<file path="config.mk">
export PLATFORM = sky130hd
export DESIGN_NAME = wdt_chain_bank
export DESIGN_NICKNAME = d
export VERILOG_FILES = /design/src/rtl/wdt_bank_pkg.sv /design/src/rtl/wdt_tick_gen.sv /design/src/rtl/wdt_count_slice.sv /design/src/rtl/wdt_chain_bank.sv
export SDC_FILE = /design/constraint.sdc
export NUM_CORES = 2
export LEC_CHECK = 0
export ABC_AREA = 1
export BUFFER_PORTS_ARGS = -buffer_cell sky130_fd_sc_hd__clkbuf_2
export CORE_MARGIN = 2
export CORE_UTILIZATION = 45
export CTS_CLUSTER_DIAMETER = 60
export DETAILED_ROUTE_END_ITERATION = 7
export PLACE_DENSITY_LB_ADDON = 0.25
export SLEW_MARGIN = 20
export SYNTH_ARGS = -nofsm -noshare
export SYNTH_HDL_FRONTEND = slang
export SYNTH_SLANG_ARGS = --single-unit
export TNS_END_PERCENT = 50
</file>
<file path="constraint.sdc">
create_clock -name clk_i -period 4 [get_ports clk_i]
set_input_delay 0 -clock clk_i [delete_from_list [all_inputs] [get_ports clk_i]]
set_output_delay 0 -clock clk_i [all_outputs]
set_load 0.01 [all_outputs]
</file>
<file path="src/rtl/wdt_bank_pkg.sv">
package wdt_bank_pkg;

    localparam int unsigned WORD_W = 32;
    localparam int unsigned CNT_W  = 2 * WORD_W;
    localparam int unsigned PSC_W  = 8;
    localparam int unsigned SRC_W  = 4;
    localparam int unsigned CTRL_USED = PSC_W + SRC_W + 4;

    typedef enum logic [1:0] {
        MODE_ONESHOT = 2'b00,
        MODE_ALT1    = 2'b01,
        MODE_ALT2    = 2'b10,
        MODE_HWTRIG  = 2'b11
    } cnt_mode_e;

    localparam logic [SRC_W-1:0] SRC_PREV_END = 4'h5;
    localparam logic [PSC_W-1:0] PSC_MIN      = 8'd2;

    localparam logic [3:0] SUB_CTRL = 4'h0;
    localparam logic [3:0] SUB_LO   = 4'h4;
    localparam logic [3:0] SUB_HI   = 4'h8;

    typedef struct packed {
        logic              en;
        cnt_mode_e         mode;
        logic [SRC_W-1:0]  src;
        logic [PSC_W-1:0]  psc;
        logic              active;
        logic              end_ev;
        logic [CNT_W-1:0]  reload;
        logic [CNT_W-1:0]  count;
        logic [WORD_W-1:0] hold;
    } slice_state_t;

    localparam slice_state_t SLICE_RST = '{
        en: 1'b0, mode: MODE_ONESHOT, src: '0, psc: PSC_MIN,
        active: 1'b0, end_ev: 1'b0, reload: '0, count: '0, hold: '0
    };

    function automatic logic [WORD_W-1:0] pack_ctrl(input slice_state_t s);
        return {{(WORD_W-CTRL_USED){1'b0}}, s.psc, s.src, s.mode, s.active, s.en};
    endfunction

endpackage

</file>
<file path="src/rtl/wdt_tick_gen.sv">
module wdt_tick_gen #(
    parameter int unsigned DIV_W = 8
) (
    input  logic             clk_i,
    input  logic             rst_ni,
    input  logic             run_i,
    input  logic             clr_i,
    input  logic [DIV_W-1:0] div_i,
    output logic             tick_o
);
    localparam logic [DIV_W-1:0] DIV_FLOOR = DIV_W'(2);

    logic [DIV_W-1:0] div_eff;
    logic [DIV_W-1:0] ph_d, ph_q;

    always_comb begin
        div_eff = (div_i < DIV_FLOOR) ? DIV_FLOOR : div_i;
        tick_o  = run_i && !clr_i && (ph_q >= (div_eff - 1'b1));
        if (clr_i || !run_i) begin
            ph_d = '0;
        end else if (tick_o) begin
            ph_d = '0;
        end else begin
            ph_d = ph_q + 1'b1;
        end
    end

    always_ff @(posedge clk_i or negedge rst_ni) begin
        if (!rst_ni) ph_q <= '0;
        else         ph_q <= ph_d;
    end


    idle_phase_chk: assert property (@(posedge clk_i) disable iff (!rst_ni)
        !run_i |=> (ph_q == '0));

endmodule

</file>
<file path="src/rtl/wdt_count_slice.sv">
module wdt_count_slice
    import wdt_bank_pkg::*;
(
    input  logic              clk_i,
    input  logic              rst_ni,
    input  logic              ctrl_we_i,
    input  logic              lo_we_i,
    input  logic              hi_we_i,
    input  logic              lo_re_i,
    input  logic [WORD_W-1:0] wdata_i,
    input  logic              trig_i,
    output logic [WORD_W-1:0] ctrl_rd_o,
    output logic [WORD_W-1:0] lo_rd_o,
    output logic [WORD_W-1:0] hi_rd_o,
    output logic              end_o
);
    slice_state_t s_d, s_q;
    logic         tick;
    logic         en_rise;
    logic         trig_hit;
    logic         psc_clr;
    cnt_mode_e    wr_mode;

    wdt_tick_gen #(.DIV_W(PSC_W)) u_tick (
        .clk_i  (clk_i),
        .rst_ni (rst_ni),
        .run_i  (s_q.active),
        .clr_i  (psc_clr),
        .div_i  (s_q.psc),
        .tick_o (tick)
    );

    always_comb begin
        s_d        = s_q;
        s_d.end_ev = 1'b0;
        wr_mode    = cnt_mode_e'(wdata_i[3:2]);
        en_rise    = ctrl_we_i && wdata_i[0] && !s_q.en;
        trig_hit   = s_q.en && (s_q.mode == MODE_HWTRIG) &&
                     (s_q.src == SRC_PREV_END) && trig_i;
        psc_clr    = en_rise || trig_hit;

        if (ctrl_we_i) begin
            s_d.en   = wdata_i[0];
            s_d.mode = wr_mode;
            s_d.src  = wdata_i[7:4];
            s_d.psc  = wdata_i[15:8];
            if (!wdata_i[0]) begin
                s_d.active = 1'b0;
            end else if (en_rise) begin
                if (wr_mode == MODE_HWTRIG) begin
                    s_d.active = 1'b0;
                end else if (s_q.count == '0) begin
                    s_d.end_ev = 1'b1;
                    s_d.active = 1'b0;
                end else begin
                    s_d.active = 1'b1;
                end
            end
        end else if (trig_hit) begin
            s_d.count  = s_q.reload;
            s_d.active = (s_q.reload != '0);
            s_d.end_ev = (s_q.reload == '0);
        end else if (s_q.active) begin
            if (s_q.count == '0) begin
                s_d.end_ev = 1'b1;
                s_d.active = 1'b0;
            end else if (tick) begin
                s_d.count = s_q.count - CNT_W'(1);
                if (s_q.count == CNT_W'(1)) begin
                    s_d.end_ev = 1'b1;
                    s_d.active = 1'b0;
                end
            end
        end

        if (lo_we_i) begin
            s_d.reload[WORD_W-1:0] = wdata_i;
            s_d.count[WORD_W-1:0]  = wdata_i;
        end
        if (hi_we_i) begin
            s_d.reload[CNT_W-1:WORD_W] = wdata_i;
            s_d.count[CNT_W-1:WORD_W]  = wdata_i;
        end
        if (lo_re_i) begin
            s_d.hold = s_q.count[CNT_W-1:WORD_W];
        end
    end

    always_ff @(posedge clk_i or negedge rst_ni) begin
        if (!rst_ni) s_q <= SLICE_RST;
        else         s_q <= s_d;
    end

    assign ctrl_rd_o = pack_ctrl(s_q);
    assign lo_rd_o   = s_q.count[WORD_W-1:0];
    assign hi_rd_o   = s_q.hold;
    assign end_o     = s_q.end_ev;


    active_needs_en_chk: assert property (@(posedge clk_i) disable iff (!rst_ni)
        s_q.active |-> s_q.en);


    frozen_count_chk: assert property (@(posedge clk_i) disable iff (!rst_ni)
        (!s_q.en && !lo_we_i && !hi_we_i) |=> $stable(s_q.count));


    single_step_chk: assert property (@(posedge clk_i) disable iff (!rst_ni)
        (s_q.active && !lo_we_i && !hi_we_i && !trig_hit) |=>
        ((s_q.count == $past(s_q.count)) || (s_q.count == $past(s_q.count) - CNT_W'(1))));


    end_clears_active_chk: assert property (@(posedge clk_i) disable iff (!rst_ni)
        s_q.end_ev |-> !s_q.active);

endmodule

</file>
<file path="src/rtl/wdt_chain_bank.sv">
module wdt_chain_bank
    import wdt_bank_pkg::*;
#(
    parameter int unsigned NUM_CNT = 4,
    parameter int unsigned ADDR_W  = 8
) (
    input  logic              clk_i,
    input  logic              rst_ni,
    input  logic              bus_valid_i,
    input  logic              bus_write_i,
    input  logic [ADDR_W-1:0] bus_addr_i,
    input  logic [31:0]       bus_wdata_i,
    output logic [31:0]       bus_rdata_o,
    output logic              wdt_rst_o
);
    localparam int unsigned       IDX_W    = ADDR_W - 4;
    localparam logic [ADDR_W-1:0] SEL_ADDR = ADDR_W'(NUM_CNT * 16);

    typedef struct packed {
        logic [NUM_CNT-1:0] sel;
        logic [WORD_W-1:0]  rdata;
    } top_state_t;

    top_state_t t_d, t_q;

    logic              wr_en, rd_en, sel_hit;
    logic [IDX_W-1:0]  idx;
    logic [3:0]        sub;
    logic [NUM_CNT-1:0] sel_wr;
    logic [NUM_CNT-1:0] ctrl_we, lo_we, hi_we, lo_re, trig_w, end_w;
    logic [WORD_W-1:0]  ctrl_rd [NUM_CNT];
    logic [WORD_W-1:0]  lo_rd   [NUM_CNT];
    logic [WORD_W-1:0]  hi_rd   [NUM_CNT];

    assign wr_en   = bus_valid_i && bus_write_i;
    assign rd_en   = bus_valid_i && !bus_write_i;
    assign idx     = bus_addr_i[ADDR_W-1:4];
    assign sub     = bus_addr_i[3:0];
    assign sel_hit = (bus_addr_i == SEL_ADDR);
    assign sel_wr  = bus_wdata_i[NUM_CNT-1:0];

    for (genvar gi = 0; gi < NUM_CNT; gi++) begin : g_cnt
        assign ctrl_we[gi] = wr_en && (idx == IDX_W'(gi)) && (sub == SUB_CTRL);
        assign lo_we[gi]   = wr_en && (idx == IDX_W'(gi)) && (sub == SUB_LO);
        assign hi_we[gi]   = wr_en && (idx == IDX_W'(gi)) && (sub == SUB_HI);
        assign lo_re[gi]   = rd_en && (idx == IDX_W'(gi)) && (sub == SUB_LO);

        if (gi == 0) begin : g_head
            assign trig_w[gi] = 1'b0;
        end else begin : g_link
            assign trig_w[gi] = end_w[gi-1];
        end

        wdt_count_slice u_slice (
            .clk_i     (clk_i),
            .rst_ni    (rst_ni),
            .ctrl_we_i (ctrl_we[gi]),
            .lo_we_i   (lo_we[gi]),
            .hi_we_i   (hi_we[gi]),
            .lo_re_i   (lo_re[gi]),
            .wdata_i   (bus_wdata_i),
            .trig_i    (trig_w[gi]),
            .ctrl_rd_o (ctrl_rd[gi]),
            .lo_rd_o   (lo_rd[gi]),
            .hi_rd_o   (hi_rd[gi]),
            .end_o     (end_w[gi])
        );
    end

    always_comb begin
        t_d = t_q;
        if (wr_en && sel_hit && ((sel_wr & (sel_wr - 1'b1)) == '0)) begin
            t_d.sel = sel_wr;
        end
        if (rd_en) begin
            t_d.rdata = '0;
            if (sel_hit) begin
                t_d.rdata = {{(WORD_W-NUM_CNT){1'b0}}, t_q.sel};
            end
            for (int i = 0; i < NUM_CNT; i++) begin
                if (idx == IDX_W'(i)) begin
                    case (sub)
                        SUB_CTRL: t_d.rdata = ctrl_rd[i];
                        SUB_LO:   t_d.rdata = lo_rd[i];
                        SUB_HI:   t_d.rdata = hi_rd[i];
                        default:  t_d.rdata = '0;
                    endcase
                end
            end
        end
    end

    always_ff @(posedge clk_i or negedge rst_ni) begin
        if (!rst_ni) t_q <= '0;
        else         t_q <= t_d;
    end

    assign bus_rdata_o = t_q.rdata;
    assign wdt_rst_o   = |(end_w & t_q.sel);


    sel_reject_chk: assert property (@(posedge clk_i) disable iff (!rst_ni)
        (wr_en && sel_hit && ($countones(sel_wr) > 1)) |=> $stable(t_q.sel));


    sel_onehot_chk: assert property (@(posedge clk_i) disable iff (!rst_ni)
        $onehot0(t_q.sel));

endmodule

</file>
==> impl_metrics.json <==
{
  "powerDensity_nw_per_um2": 553,
  "cts_buffers": 93,
  "met1_length_um": 78900,
  "hold_class": "primary input to flop",
  "portBuffers": 76,
  "io_pins": 77,
  "syn_area_sq_um": 44200,
  "min_to": "g_cnt[3].u_slice.s_q[159]",
  "p_clk_frac": 0.322,
  "p_sw_w": 0.0116,
  "nNetsFinal": 6755,
  "place_congestion": 1.03,
  "drc_errors": 0,
  "grt_usage": 0.377,
  "ys_warn_count": 0,
  "yosys-top-cells-count": "nand2_1 (2,432), nor2_1 (799), dfrtp_1 (708)",
  "post_cts_resize_count": 0,
  "drtPass1Iterations": 8,
  "ir_drop_mv": 0.405,
  "area_delta_synth_final_pct": 11.1,
  "syn_area_per_cell_sq_um": 6.64,
  "p_total_w": 0.0272,
  "drt_iter0_drc": 6218,
  "ant_nets": 0,
  "core_area_sq_um": 97000,
  "p_leak_nw": 25.9,
  "critPathKind": "flop to flop",
  "cts_tree": "yes",
  "required_ns": 4.54,
  "yosysSeqAreaShare": 0.403,
  "regToRegEndpoint": "g_cnt[1].u_slice.s_q[70]",
  "syn_inst": 6658,
  "synth_cell_types": 55,
  "min_from": "bus_wdata_i[31]",
  "cts.sinks": 712,
  "synth_top_area_frac": 0.401,
  "grt_max_degree": 110,
  "synthesis.nets": 6750,
  "fmax_ghz": 0.276,
  "max-slew-margin-rel": 0.242,
  "hold_viol": 0,
  "num_rows": 114,
  "grt_pass1_wl_um": 282000,
  "synth_area_leaders": "dfrtp_1 (40%), nand2_1 (21%), o21ai_0 (7.7%)",
  "die_w_um": 317,
  "layout-drive-gt1-share": 0.0625,
  "setup_viol": 0,
  "top_layer_used": "met5",
  "clk_pin_slew_ns": 0.06,
  "post-route-min-period_ns": 3.63,
  "tns_ns": 0,
  "gr-total-overflow": 0,
  "internal_power_w": 0.0156,
  "vias": 46178,
  "whs_path_depth": 3,
  "grt_pass1_vias": 42163,
  "htree_levels": 3,
  "start_util": 0.456,
  "synth_edf_count": 0,
  "critical_path_arrival_ns": 4.17,
  "clk_latency_ns": 0.70,
  "utilization": 0.506,
  "synthArstFlopShare": 1.00,
  "critPathLaunchType": "flop",
  "die_h_um": 317,
  "yosysTopAreaCell": "dfrtp_1",
  "path_max_fanout": 37,
  "synth_top_flop_cell": "dfrtp_1",
  "worst_pin_slew_ns": 1.13,
  "worst_slack_ns": 0.370,
  "max-cap-violations": 0,
  "timing.rr.start": "g_cnt[1].u_slice.ctrl_rd_o[11]",
  "ys_seq_elements": 712,
  "antenna_found_initial": 21,
  "wl_met2_um": 80500,
  "synth.most_common_cell": "nand2_1",
  "rr_worst_depth": 19,
  "final_max_slew_viol_count": 0,
  "postCtsSetupRepairBufs": 0,
  "dr_wl_met3_um": 23200,
  "seqPwrFrac": 0.307,
  "routed_wl_um": 194000,
  "preCtsSetupSlack_ns": 0.424,
  "die_area_sq_um": 101000,
  "wl_per_cell_um": 24.2,
  "cts_root_buf": "clkbuf_16",
  "combPwrFrac": 0.372,
  "reg2reg_setup_slack_ns": 0.37,
  "clock_path_buffers": 3,
  "endpoint_kind": "flop",
  "fin_crit_sh": 0.907,
  "switching_share": 0.426,
  "rsz0062_at_grt": "no",
  "fin_skew_ns": 0.0265,
  "viasPerCell": 5.76,
  "status": "complete, no violations",
  "hpwl_um": 143000
}
==> worst max path at each step <==
stage / from / end / slack (ns) / depth (start not counted)
3_5_place_dp: g_cnt[1].u_slice.ctrl_rd_o[11] / g_cnt[1].u_slice.s_q[70] / 0.42 / 19
3_3_place_gp: g_cnt[3].u_slice.ctrl_rd_o[13] / g_cnt[3].u_slice.s_q[69] / 0.51 / 21
5_1_grt: g_cnt[2].u_slice.ctrl_rd_o[13] / g_cnt[2].u_slice.s_q[89] / 0.02 / 20
2_1_floorplan: g_cnt[2].u_slice.ctrl_rd_o[12] / g_cnt[2].u_slice.s_q[85] / 1.01 / 21
4_1_cts: g_cnt[1].u_slice.ctrl_rd_o[11] / g_cnt[1].u_slice.s_q[70] / 0.41 / 19
6_report: g_cnt[1].u_slice.ctrl_rd_o[11] / g_cnt[1].u_slice.s_q[70] / 0.37 / 19
==> registers in the layout, indices dropped and copies added (netlist names) <==
signal / count
g_cnt.u_slice.s_q: 320
g_cnt.u_slice.hi_rd_o: 128
g_cnt.u_slice.lo_rd_o: 128
g_cnt.u_slice.ctrl_rd_o: 64
bus_rdata_o: 32
g_cnt.u_slice.u_tick.ph_q: 32
g_cnt.u_slice.end_o: 4
t_q: 4
==> repair_timing <==
item	in CTS	in global routing
hold endpoints to repair	713	0
endpoints found under the setup margin	0	0
hold buffers	28	0
==> per-layer routing <==
| layer | track usage | up-vias |
|---|---|---|
| met2 | 0.543 | 2579 |
| met5 | 0 | - |
| li1 | - | 21285 |
| met3 | 0.0998 | 485 |
| met4 | 0.203 | 8 |
| met1 | 0.516 | 21821 |
==> area by class of cell <==
| type | instances | area, sq um |
|---|---|---|
| inverter | 624 | 2340 |
| clock inverter | 35 | 440 |
| sequential | 712 | 17800 |
| multi-input combinational | 5030 | 22700 |
| antenna | 8 | 20.0 |
| clock buffer | 134 | 2700 |
| fill | 9959 | 47900 |
| tap | 1276 | 1600 |
| timing repair buffer | 202 | 1540 |
==> power groups by stage <==
stage | Combinational, W | Sequential, W | Clock [W]
2_1_floorplan | 0.00674 | 0.00818 | 0
6_report | 0.0101 | 0.00833 | 0.00874
5_1_grt | 0.0111 | 0.00838 | 0.00910
3_3_place_gp | 0.00971 | 0.00842 | 0
4_1_cts | 0.00981 | 0.00830 | 0.00879
3_5_place_dp | 0.00973 | 0.00842 | 0
==> critical path, cell delays in order (launching register included) <==
cell	delay [ns]
dfrtp_1	0.44
nor2_1	0.15
nand2_1	0.08
nor4_1	0.27
or2_2	0.21
ha_1	0.19
nand2_1	0.09
nor3_1	0.18
xor2_1	0.17
inv_1	0.06
ha_1	0.27
nand2_1	0.08
o21ai_0	0.09
a21oi_1	0.29
inv_1	0.07
nand2_1	0.07
nand3_1	0.06
nand3_1	0.13
buf_4	0.41
o21ai_0	0.17
==> kinds of logic (layout without fill, tap and decap cells) <==
group / count (synthesis) / in the layout / synth area share
AO/OA/AOI/OAI: 1041 / 1041 / 0.127
XOR/XNOR: 84 / 84 / 0.0166
adder cells (fa/ha/maj): 48 / 48 / 0.0136
buffers and inverters: 916 / 995 / 0.0856
flip-flops: 712 / 712 / 0.403
multiplexers: 4 / 4 / 0.00102
other: 0 / 8 / 0
AND/OR/NAND/NOR: 3853 / 3853 / 0.353
==> cell usage in the layout, fill, tap and decap left out, types with 20 or more instances in the layout <==
cell type      synthesis  routed
a21oi_1              146     146
a22oi_1               24      24
buf_4                 43      89
clkbuf_1             147      21
clkbuf_16              0      95
clkbuf_2               0      75
dfrtp_1              708     708
dlygate4sd3_1          0      27
ha_1                  48      48
inv_1                597     597
inv_2                 22      21
nand2_1             2432    2425
nand3_1              404     401
nand4_1               82      82
nor2_1               799     797
nor2_2                20      21
nor3_1                23      23
nor4_1                29      29
o211ai_1              22      22
o21ai_0              682     682
o21ai_1               60      60
o221ai_1              22      22
o22ai_1               20      20
xor2_1                72      72
==> per-stage QoR <==
| step | cells | cell area, sq um | hold WS (ns) |
|---|---|---|---|
| floorplan | 6658 | 44200 | -0.296 |
| global placement | 7816 | 45600 | 0.0610 |
| detailed placement | 7816 | 45600 | 0.0613 |
| CTS | 8013 | 49100 | 0.00151 |
| global route | 8013 | 49100 | 0.0470 |
| finish | 8021 | 49100 | 0.0360 |
(Power assumes the default switching activity.)
